[config.mk]
export PLATFORM = sky130hd
export DESIGN_NAME = link_port
export DESIGN_NICKNAME = d
export VERILOG_FILES = /design/src/rtl/link_port.sv
export SDC_FILE = /design/constraint.sdc
export NUM_CORES = 1
export LEC_CHECK = 0
export ABC_CLOCK_PERIOD_IN_PS = 16700
export CORE_MARGIN = 2
export CORE_UTILIZATION = 48
export CTS_CLUSTER_SIZE = 16
export DETAILED_ROUTE_END_ITERATION = 16
export GPL_TIMING_DRIVEN = 0
export PLACE_DENSITY = 0.76
export SLEW_MARGIN = 20
export SYNTH_ARGS = -nofsm -noshare
export SYNTH_HDL_FRONTEND = slang
export SYNTH_SLANG_ARGS = --single-unit
[constraint.sdc]
create_clock -name clk -period 16.7 [get_ports clk]
set_input_delay 3.34 -clock clk [delete_from_list [all_inputs] [get_ports clk]]
set_output_delay 3.34 -clock clk [all_outputs]
set_load 0.03 [all_outputs]
[src/rtl/link_port.sv]
module link_port #(
  parameter int NW = 4,
  parameter int WS = 32,
  parameter int WL = 48
) (
  input  logic          clk,
  input  logic          rst,
  input  logic          cfg_we,
  input  logic          cfg_tx,
  input  logic          cfg_w48,
  output logic          mode_tx,
  output logic          mode_w48,
  input  logic          tx_valid,
  input  logic [WL-1:0] tx_data,
  output logic          tx_ready,
  output logic [1:0]    tx_cnt,
  input  logic          rx_pop,
  output logic [WL-1:0] rx_data,
  output logic [1:0]    rx_cnt,
  output logic          lk_clk_o,
  output logic [NW-1:0] lk_dat_o,
  input  logic          lk_ack_i,
  input  logic          lk_clk_i,
  input  logic [NW-1:0] lk_dat_i,
  output logic          lk_ack_o
);
  localparam int CW = $clog2(WL / NW + 1);

  logic [WL-1:0] tb0, tb1, tsh, rb0, rb1, asm_r, asm_n;
  logic [CW-1:0] tnc, anc;
  logic          clk_q;

  wire [CW-1:0] nnib     = mode_w48 ? CW'(WL / NW) : CW'(WS / NW);
  wire          idle     = tx_cnt == 2'd0 && rx_cnt == 2'd0 && tnc == '0 && anc == '0;
  assign        tx_ready = mode_tx && tx_cnt != 2'd2;
  wire          tx_push  = tx_valid && tx_ready;
  wire          tx_start = mode_tx && tnc == '0 && tx_cnt != 2'd0 && lk_ack_i;
  wire          rx_edge  = !mode_tx && (lk_clk_i != clk_q);
  wire          rx_done  = rx_edge && anc == nnib - 1'b1;
  wire          rx_push  = rx_done && rx_cnt != 2'd2;
  wire          rx_take  = rx_pop && rx_cnt != 2'd0;

  assign rx_data  = rb0;
  assign lk_ack_o = !rst && !mode_tx && (rx_cnt == 2'd0 || (rx_cnt == 2'd1 && anc == '0));

  always_comb asm_n = ((anc == '0) ? '0 : asm_r) | (WL'(lk_dat_i) << (NW * anc));

  always_ff @(posedge clk) begin
    if (rst) begin
      mode_tx  <= 1'b0;
      mode_w48 <= 1'b0;
    end else if (cfg_we && idle) begin
      mode_tx  <= cfg_tx;
      mode_w48 <= cfg_w48;
    end
  end

  always_ff @(posedge clk) begin
    if (rst) tx_cnt <= 2'd0;
    else case ({tx_push, tx_start})
      2'b10: begin
        if (tx_cnt == 2'd0) tb0 <= tx_data;
        else tb1 <= tx_data;
        tx_cnt <= tx_cnt + 2'd1;
      end
      2'b01: begin
        tb0 <= tb1;
        tx_cnt <= tx_cnt - 2'd1;
      end
      2'b11: begin
        if (tx_cnt == 2'd1) tb0 <= tx_data;
        else begin
          tb0 <= tb1;
          tb1 <= tx_data;
        end
      end
      default: ;
    endcase
  end

  always_ff @(posedge clk) begin
    if (rst) begin
      tnc      <= '0;
      lk_clk_o <= 1'b0;
      lk_dat_o <= '0;
    end else if (tx_start) begin
      lk_dat_o <= tb0[NW-1:0];
      tsh      <= tb0 >> NW;
      tnc      <= nnib - 1'b1;
      lk_clk_o <= 1'b1;
    end else if (tnc != '0) begin
      lk_dat_o <= tsh[NW-1:0];
      tsh      <= tsh >> NW;
      tnc      <= tnc - 1'b1;
      lk_clk_o <= ~lk_clk_o;
    end
  end

  always_ff @(posedge clk) begin
    if (rst) begin
      clk_q <= 1'b0;
      anc   <= '0;
    end else begin
      clk_q <= lk_clk_i;
      if (rx_edge) begin
        anc   <= rx_done ? '0 : anc + 1'b1;
        asm_r <= asm_n;
      end
    end
  end

  always_ff @(posedge clk) begin
    if (rst) rx_cnt <= 2'd0;
    else case ({rx_push, rx_take})
      2'b10: begin
        if (rx_cnt == 2'd0) rb0 <= asm_n;
        else rb1 <= asm_n;
        rx_cnt <= rx_cnt + 2'd1;
      end
      2'b01: begin
        rb0 <= rb1;
        rx_cnt <= rx_cnt - 2'd1;
      end
      2'b11: begin
        if (rx_cnt == 2'd1) rb0 <= asm_n;
        else begin
          rb0 <= rb1;
          rb1 <= asm_n;
        end
      end
      default: ;
    endcase
  end

  AST_CNT_RANGE: assert property (@(posedge clk) disable iff (rst) tx_cnt != 2'd3 && rx_cnt != 2'd3);
  AST_ACK_FULL: assert property (@(posedge clk) disable iff (rst) rx_cnt == 2'd2 |-> !lk_ack_o);
  AST_RX_NO_OVERFLOW: assert property (@(posedge clk) disable iff (rst) rx_done |-> rx_cnt != 2'd2 || rx_take);
  AST_TX_QUIET: assert property (@(posedge clk) disable iff (rst) !mode_tx |-> !lk_clk_o);
  AST_START_ACK: assert property (@(posedge clk) disable iff (rst) $rose(lk_clk_o) && $past(tnc) == '0 |-> $past(lk_ack_i));
  AST_CFG_HOLD: assert property (@(posedge clk) disable iff (rst) (tx_cnt != 2'd0 || rx_cnt != 2'd0) |=> $stable(mode_tx) && $stable(mode_w48));
endmodule

Word-level counts from Yosys, hierarchy flattened
Index checks and enable logic that the tools add are counted.
{ "word_totals": {"regBits": 304, "in_bits": 61} }
{ "op_classes": {"add_sub_neg": 7, "eq_ne": 18, "n_shift": 1, "muxes": 25, "bitwise": 3, "n_reduce_logical": 39} }
{ "op_table": {"columns": ["op", "n"], "rows": [
  ["$mux 48", 9],
  ["$pmux 48 s3", 2],
  ["$pmux 48 s2", 2],
  ["$mux 44", 2],
  ["$or 48x48->48", 1],
  ["$shl 4x6->48", 1],
  ["$mux 4", 5],
  ["$logic_and 1x1->1", 16],
  ["$ne 2x2->1 const B", 8],
  ["$reduce_bool 2->1", 7],
  ["$eq 2x1->1 const B", 4],
  ["$eq 2x2->1 const B", 4],
  ["$logic_not 4->1", 2],
  ["$pmux 2 s2", 2],
  ["$reduce_and 4->1", 2],
  ["$sub 4x1->4 const B", 2],
  ["$reduce_and 3->1", 2],
  ["$reduce_bool 3->1", 2],
  ["$add 2x1->2 const B", 2],
  ["$add 4x1->4 const B", 1],
  ["$eq 4x4->1", 1],
  ["$logic_not 2->1", 2],
  ["$reduce_and 2->1", 2],
  ["$reduce_bool 4->1", 1],
  ["other kinds (7)", 11]
]} }

Logic depth before layout (Yosys ltp)
Gate-level depths: netlist of the first run.
{ "depth": {"word_depth": 8, "depth_mapped": 11, "ltp_nobuf": 9} }

Least setup slack after synthesis of the first run
OpenSTA, ideal clock, no wires.
{ "synth_timing": {"kind": "input to register", "startpoint": "input lk_clk_i", "endpoint": "register rb1[0], enable pin", "setup_time_ns": 0.520, "arrival_time_ns": 7.735, "required_time_ns": 16.180, "slack_ns": 8.445, "cell_stages": 7, "n_path_buf": 0, "path_cell_list": "xnor2_1 -> a211o_1 -> inv_1 -> ha_1 -> a21oi_1 -> nand3b_1 -> o21ai_0"} }
{ "synth_between": {"elab_chain_cells": 7, "elab_cells_between_ends": 10, "cone_classes": "5 x eq/ne; 5 x reduce/logical"} }
{ "synth_lines": {"columns": ["element", "line_no", "text"], "rows": [
  ["start: declaration", "23", "input logic lk_clk_i,"],
  ["$ne 1x1->1 (*)", "38", "wire rx_edge = !mode_tx && (lk_clk_i != clk_q);"],
  ["$logic_and 1x1->1 (*)", "38", null],
  ["$logic_and 1x1->1 (*)", "39", "wire rx_done = rx_edge && anc == nnib - 1'b1;"],
  ["$logic_and 1x1->1 (*)", "40", "wire rx_push = rx_done && rx_cnt != 2'd2;"],
  ["$eq 2x2->1", "114", "else case ({rx_push, rx_take})"],
  ["$ne 2x2->1 (no source line) or $reduce_bool 2->1 (tied branches)", null, null],
  ["$reduce_and 4->1 (no source line) (*)", null, null],
  ["end signal: assignment", "117", "else rb1 <= asm_n;"],
  ["end signal: assignment", "128", "rb1 <= asm_n;"],
  ["end: declaration", "29", "logic [WL-1:0] tb0, tb1, tsh, rb0, rb1, asm_r, asm_n;"]
]} }
Every way passes the cells marked *; elsewhere a longest branch is shown, timed or not.
A chain may end at the register's enable or synchronous reset.

Worst setup path after layout of the first run
{ "layout_timing": {"startpoint": "input rst", "endpoint": "output lk_ack_o"} }
{ "layout_between": {"elab_chain_cells": 3} }
{ "layout_lines": {"columns": ["element", "line_no", "text"], "rows": [
  ["start: declaration", "7", "input logic rst,"],
  ["$logic_not 1->1", "44", "assign lk_ack_o = !rst && !mode_tx && (rx_cnt == 2'd0 || (rx_cnt == 2'd1 && anc == '0));"],
  ["$logic_and 1x1->1 (2 in series)", "44", null],
  ["end: declaration", "25", "output logic lk_ack_o"]
]} }
No other way between the ends.

==> impl_metrics.py, run 1 <==
metrics = {
    "outcome": {
        "status": "complete, no violations",
    },
    "global_routing": {
        "grt_pass1_vias": 6744,
        "grt_overflow": 0,
        "grt_pass1_wl_um": 37100,
        "grt_use_total_pct": 17.9,
        "grt_antenna_before_repair": 0,
        "grt_max_degree": 27,
    },
    "synth": {
        "synth_common_cells": "edfxtp_1, a22o_1, mux2_4",
        "ys_top_cells_by_area": "edfxtp_1, a22o_1, mux2_4",
        "async_reset_ff_share_pct": 0,
        "yosysTopAreaCellShare_pct": 70.3,
        "synth.largest_area_cell": "edfxtp_1",
        "syn_inst": 690,
        "synth-seq-area-share_pct": 73.6,
        "synth.net_count": 768,
        "synth.distinct_cells": 49,
        "yosysMostFrequentCell": "edfxtp_1",
        "ys.flop_type": "edfxtp_1",
        "syn_area_um2": 12100,
        "syn_avg_cell_area_um2": 17.6,
        "ys_ff_latch": 304,
        "ys_warn_count": 0,
        "synth_edf_count": 284,
    },
    "sta": {
        "skew_ps": 11.8,
        "hold_viol_final": 0,
        "fmax_mhz": 118,
        "fin_crit_sh_pct": 50.9,
        "finalSetupViolCount": 0,
        "final.setup.tns_ps": 0,
        "slew_headroom_pct": 27.0,
        "worstMarginPinSlew_ps": 1080,
        "drv_slew": 0,
        "finalCriticalPeriod_ps": 8500,
        "rsz0062_at_grt": "false",
        "holdWs_ps": 492,
    },
    "pwr": {
        "power.density_nw_per_um2": 131,
        "p_leak_nw": 5.52,
        "ir_worst_vdd_v": 0.0000962,
        "p_sw_w": 0.000501,
        "p_int_w": 0.00148,
        "power_frac_clock_pct": 32.7,
        "swShare_pct": 25.3,
        "comb_power_share_pct": 17.9,
        "seq_power_share_pct": 49.4,
    },
    "critical_path": {
        "crit_path_end_kind": "output pin",
        "crit_chain": "clkdlybuf4s50_1, clkbuf_1, nor3_1, clkdlybuf4s50_1",
        "reg2reg_depth": 11,
        "crit_top_cell": "clkdlybuf4s50_1",
        "worstPathRequired_ps": 13360,
        "rrSetupSlack_ps": 13320,
        "worstPathArrival_ps": 5160,
        "crit_fanout": 10,
        "cp_slowest_cell": "clkdlybuf4s50_1",
        "slowest_delay_ps": 720,
        "path_class": "primary input to output pin",
        "start_kind": "primary input",
    },
    "placement": {
        "placed_cell_area_um2": 14100,
        "io_buffers": 121,
        "gp_congestion": 0.778,
        "dp_hpwl_um": 16500,
        "dp_cells": 1160,
    },
    "drt": {
        "first_iter_violations": 517,
        "drtPass1Iterations": 5,
        "drc": 0,
        "viasPerCell": 5.58,
        "detail-route-antenna-nets": 0,
        "routed_wl_um": 23800,
        "vias": 6787,
        "wl_per_cell_um": 19.6,
    },
    "cts": {
        "ctsHoldBuffers": 0,
        "clk_pin_slew_ps": 60,
        "cts_buffer_depth": 3,
        "cts.repair.resized": 0,
        "clock_sinks": 304,
        "clock_latency_ps": 540,
        "cts-root-buf": "clkbuf_16",
        "tritoncts": "yes",
        "cts_max_level": 1,
        "postCtsSetupBuffers": 0,
        "cts_buffers": 30,
    },
    "floorplan": {
        "dieArea_um2": 26600,
        "die_w_um": 163,
        "core-area_um2": 25000,
        "die_h_um": 163,
        "rows": 58,
        "start_util_pct": 48.5,
        "io_pins": 122,
    },
    "cells_and_area": {
        "drive_gt1_share_pct": 14.8,
        "instances_no_fill": 1216,
        "nets": 940,
        "postLayoutCellArea_um2": 15100,
        "syn_to_final_growth_pct": 24.1,
        "diodes": 0,
    },
    "min_path": {
        "hold_class": "flip-flop to flip-flop",
        "holdPathStages": 2,
    },
    "job": {
        "max_cap_violations": 0,
    },
}
## cell families (layout without fill, tap and decap cells)
kind of cell	count (synthesis)	in the layout	synth area share, %
compound gates	182	182	12.4
buf+inv	61	257	2.62
flops	304	304	73.6
xor+xnor	7	7	0.505
fa+ha+maj	17	17	1.75
mux	41	41	5.00
simple gates	78	78	4.19
## final timing paths
| path | from | end |
|---|---|---|
| min reg2reg | lk_dat_o[0]$_SDFFE_PP0P_ | lk_dat_o[0]$_SDFFE_PP0P_ |
| max reg2reg | anc[2]$_SDFFE_PP0P_ | rx_data[20]$_DFFE_PP_ |
| max | rst | lk_ack_o |
| min | lk_dat_o[0]$_SDFFE_PP0P_ | lk_dat_o[0]$_SDFFE_PP0P_ |
## cell usage in the layout (no fill, tap or decap), drive strengths merged, types with 3 or more instances in the layout
| cell type | instances |
|---|---|
| o31ai | 4 |
| o21ai | 8 |
| edfxtp | 284 |
| nand2b | 3 |
| a31oi | 4 |
| a21oi | 10 |
| and3 | 6 |
| a211oi | 7 |
| mux2 | 40 |
| clkdlybuf4s50 | 121 |
| clkinv | 16 |
| inv | 17 |
| a22o | 144 |
| nand4 | 4 |
| dfxtp | 20 |
| nand2 | 15 |
| nor2b | 5 |
| nand3b | 3 |
| xor2 | 5 |
| buf | 38 |
| nor3b | 6 |
| nor2 | 8 |
| nor3 | 7 |
| ha | 17 |
| clkbuf | 62 |
| nand3 | 5 |
| and3b | 5 |
## cell type report
class | instances | area, um^2
sequential | 304 | 8930
tap | 330 | 413
clock inverter | 20 | 158
multi-input combinational | 325 | 2950
clock buffer | 36 | 795
fill | 1796 | 9970
inverter | 16 | 65.1
buffer | 45 | 253
timing repair buffer | 140 | 1500
## power by group through the flow
stage               Clock [W]  Combinational [W]  Sequential [W]
finish               0.000647           0.000355        0.000978
global route         0.000684           0.000383        0.000983
CTS                  0.000656           0.000357        0.000978
detailed placement          0           0.000355        0.000992
global placement            0           0.000321        0.000999
floorplan                   0           0.000198         0.00101
## state kept, by name, summed over array words and instances, names as in the netlist
name and cells:
clk_q 1, rx_cnt 2, rx_data 48, rb1 48, tb1 48, tx_cnt 2
tb0 48, mode_tx 1, mode_w48 1, anc 4, tsh 44, lk_clk_o 1
asm_r 48, tnc 4, lk_dat_o 4
## stage by stage
| step | worst slack, ps | total power [W] | utilization (%) |
|---|---|---|---|
| floorplan | 8440 | 0.00121 | - |
| global placement | 6240 | 0.00132 | 55.0 |
| detailed placement | 8180 | 0.00135 | 56.4 |
| CTS | 8180 | 0.00199 | 60.2 |
| global route | 8060 | 0.00205 | 60.2 |
| finish | 8200 | 0.00198 | 60.2 |
## critical path: cells and delay by family
kind | cells | cell delay [ps]
and+or+nand+nor | 1 | 300
buffers and inverters | 3 | 1520
## routing by layer
layer / global-route usage, % / vias to the layer above / part of all wire (%)
met3: 3.13 / 52 / 6.4
met1: 23.8 / 3355 / 42
li1: - / 3142 / -
met5: 0 / - / 0
met4: 5.23 / 0 / 2.6
met2: 30.4 / 238 / 49
Power figures use the tool's default switching activity.
==> run 2: changes to the inputs <==
--- a/config.mk
+++ b/config.mk
@@ -5,13 +5,13 @@
 export SDC_FILE = /design/constraint.sdc
 export NUM_CORES = 1
 export LEC_CHECK = 0
-export ABC_CLOCK_PERIOD_IN_PS = 16700
+export ABC_CLOCK_PERIOD_IN_PS = 7680
 export CORE_MARGIN = 2
 export CORE_UTILIZATION = 48
 export CTS_CLUSTER_SIZE = 16
 export DETAILED_ROUTE_END_ITERATION = 16
 export GPL_TIMING_DRIVEN = 0
-export PLACE_DENSITY = 0.76
+export PLACE_DENSITY = 0.79
 export SLEW_MARGIN = 20
 export SYNTH_ARGS = -nofsm -noshare
 export SYNTH_HDL_FRONTEND = slang
==> constraint.sdc (replaced) <==
create_clock -name clk -period 7.68 [get_ports clk]
set_input_delay 1.536 -clock clk [delete_from_list [all_inputs] [get_ports clk]]
set_output_delay 1.536 -clock clk [all_outputs]
set_load 0.03 [all_outputs]
==> run 2 against run 1 <==
Net effect:
- worst hold slack worse by 16 ps
- register-to-register slack worse by 9100 ps
- power is 120% higher
- die area unchanged
- worst setup slack got worse by 5400 ps
- sequential power rose by 120%
- non-clock buffer count down 2
- utilization barely moved
==> impl_metrics.py, run 2 (same netlist as run 1, synthesis figures left out) <==
metrics = {
    "cells_and_area": {
        "postLayoutCellArea_um2": 15100,
        "nFillCells": 1829,
        "layout_common_cells": "edfxtp_1, a22o_1, clkdlybuf4s50_1",
        "syn_to_final_growth_pct": 24.1,
        "diodes": 0,
        "final_common_cell": "edfxtp_1",
        "multi_input_area_um2": 2960,
        "seq_area_um2": 8930,
        "nets": 938,
        "instances_no_fill": 1213,
        "drive_gt1_share_pct": 14.7,
    },
    "sta": {
        "finalSetupViolCount": 0,
        "holdWs_ps": 476,
        "fmax_mhz": 203,
        "fin_crit_sh_pct": 64.1,
        "drv_slew": 0,
        "final.setup.tns_ps": 0,
        "finalCriticalPeriod_ps": 4920,
        "hold_viol_final": 0,
        "worstMarginPinSlew_ps": 967,
        "rsz0062_at_grt": "false",
        "slew_headroom_pct": 35.4,
        "skew_ps": 13.1,
        "layout_setup_ws_ps": 2760,
    },
    "drt": {
        "drtPass1Iterations": 5,
        "first_iter_violations": 559,
        "vias": 6775,
        "wl_per_cell_um": 19.5,
        "drc": 0,
        "detail-route-antenna-nets": 0,
        "routed_wl_um": 23700,
        "viasPerCell": 5.59,
    },
    "pwr": {
        "p_leak_nw": 5.52,
        "p_sw_w": 0.00107,
        "swShare_pct": 24.6,
        "power.density_nw_per_um2": 288,
        "comb_power_share_pct": 17.7,
        "power_frac_clock_pct": 33.4,
        "ir_worst_vdd_v": 0.000206,
        "p_int_w": 0.00327,
        "seq_power_share_pct": 48.9,
    },
    "cts": {
        "clock_sinks": 304,
        "cts.repair.resized": 0,
        "postCtsSetupBuffers": 0,
        "cts_max_level": 1,
        "ctsHoldBuffers": 0,
        "clock_latency_ps": 540,
        "tritoncts": "yes",
        "cts_buffer_depth": 3,
        "clk_pin_slew_ps": 60,
        "cts-root-buf": "clkbuf_16",
        "cts_buffers": 30,
    },
    "floorplan": {
        "rows": 58,
        "die_w_um": 163,
        "die_h_um": 163,
        "io_pins": 122,
        "dieArea_um2": 26600,
        "core-area_um2": 25000,
        "start_util_pct": 48.5,
    },
    "outcome": {
        "status": "complete, no violations",
    },
    "placement": {
        "dp_hpwl_um": 16200,
        "place_ws_ps": 2720,
        "io_buffers": 121,
        "placed_cell_area_um2": 14100,
        "dp_cells": 1158,
        "gp_congestion": 0.788,
    },
    "global_routing": {
        "grt_use_total_pct": 17.8,
        "grt_overflow": 0,
        "grt_pass1_wl_um": 37000,
        "grt_max_degree": 28,
        "grt_pass1_vias": 6879,
        "grt_antenna_before_repair": 0,
    },
    "critical_path": {
        "worstPathArrival_ps": 3390,
        "start_kind": "primary input",
        "reg2reg_depth": 10,
        "cp.depth": 4,
        "crit_path_end_kind": "output pin",
        "crit_fanout": 10,
        "slowest_delay_ps": 720,
        "critical-path-top-delay-family": "buffers and inverters",
        "cp_slowest_cell": "clkdlybuf4s50_1",
        "crit_chain": "clkdlybuf4s50_1, clkbuf_1, nor3_1, clkdlybuf4s50_1",
        "crit_top_cell": "clkdlybuf4s50_1",
        "worstPathRequired_ps": 6140,
        "worst-path-buf-inv": 3,
        "path_class": "primary input to output pin",
    },
    "min_path": {
        "holdPathStages": 2,
        "hold_class": "flip-flop to flip-flop",
    },
    "job": {
        "max_cap_violations": 0,
    },
}
## run 2: cell types whose count changed in the layout (fill, tap and decap cells not counted), sizes merged
cell    before  now
buf         38   36
bufinv       2    4
clkbuf      62   60
clkinv      16   15
## run 2: power groups by stage
stage	Sequential [W]	Combinational [W]	Clock [W]
after global routing	0.00214	0.000831	0.00154
after detailed placement	0.00216	0.000768	0
after CTS	0.00213	0.000774	0.00147
after global placement	0.00217	0.000698	0
final	0.00212	0.000767	0.00145
after floorplan	0.00220	0.000431	0
## run 2: final timing paths
kind                         endpoint  slack (ps)                startpoint
max                          lk_ack_o        2760                       rst
max reg2reg         rb1[19]$_DFFE_PP_        4250       anc[2]$_SDFFE_PP0P_
min          lk_dat_o[0]$_SDFFE_PP0P_         480  lk_dat_o[0]$_SDFFE_PP0P_
min reg2reg  lk_dat_o[0]$_SDFFE_PP0P_         480  lk_dat_o[0]$_SDFFE_PP0P_
## run 2: metrics by stage
| stage | total power (W) | utilization (%) |
|---|---|---|
| 6_report | 0.00434 | 60.2 |
| 5_1_grt | 0.00451 | 60.2 |
| 4_1_cts | 0.00437 | 60.1 |
| 3_5_place_dp | 0.00292 | 56.2 |
| 3_3_place_gp | 0.00287 | 55.0 |
| 2_1_floorplan | 0.00263 | - |
## run 2: tightest hold or removal path: cells and delay by family (launching register included)
family | cells | cell delay (ps)
simple gates | 1 | 50
flops | 1 | 310
compound gates | 1 | 70
## run 2: per-layer routing
metal  share of wire (%)  routed length (um)  GRT usage [%]  vias to the layer above
met5                   0                   0              0                        -
met4                 2.8                 656           5.59                        0
met3                 6.7                1580           3.69                       57
met2                  49               11700           30.4                      258
met1                  41                9730           22.8                     3323
li1                    -                   -              -                     3137
## run 2: layout make-up
cell class | count | share of cell area [%]
Sequential cell | 304 | 59.3
Multi-Input combinational cell | 325 | 19.7
Timing Repair Buffer | 138 | 9.62
Clock buffer | 34 | 5.22
Tap cell | 330 | 2.74
Buffer | 45 | 1.68
Clock inverter | 21 | 1.38
Inverter | 16 | 0.432
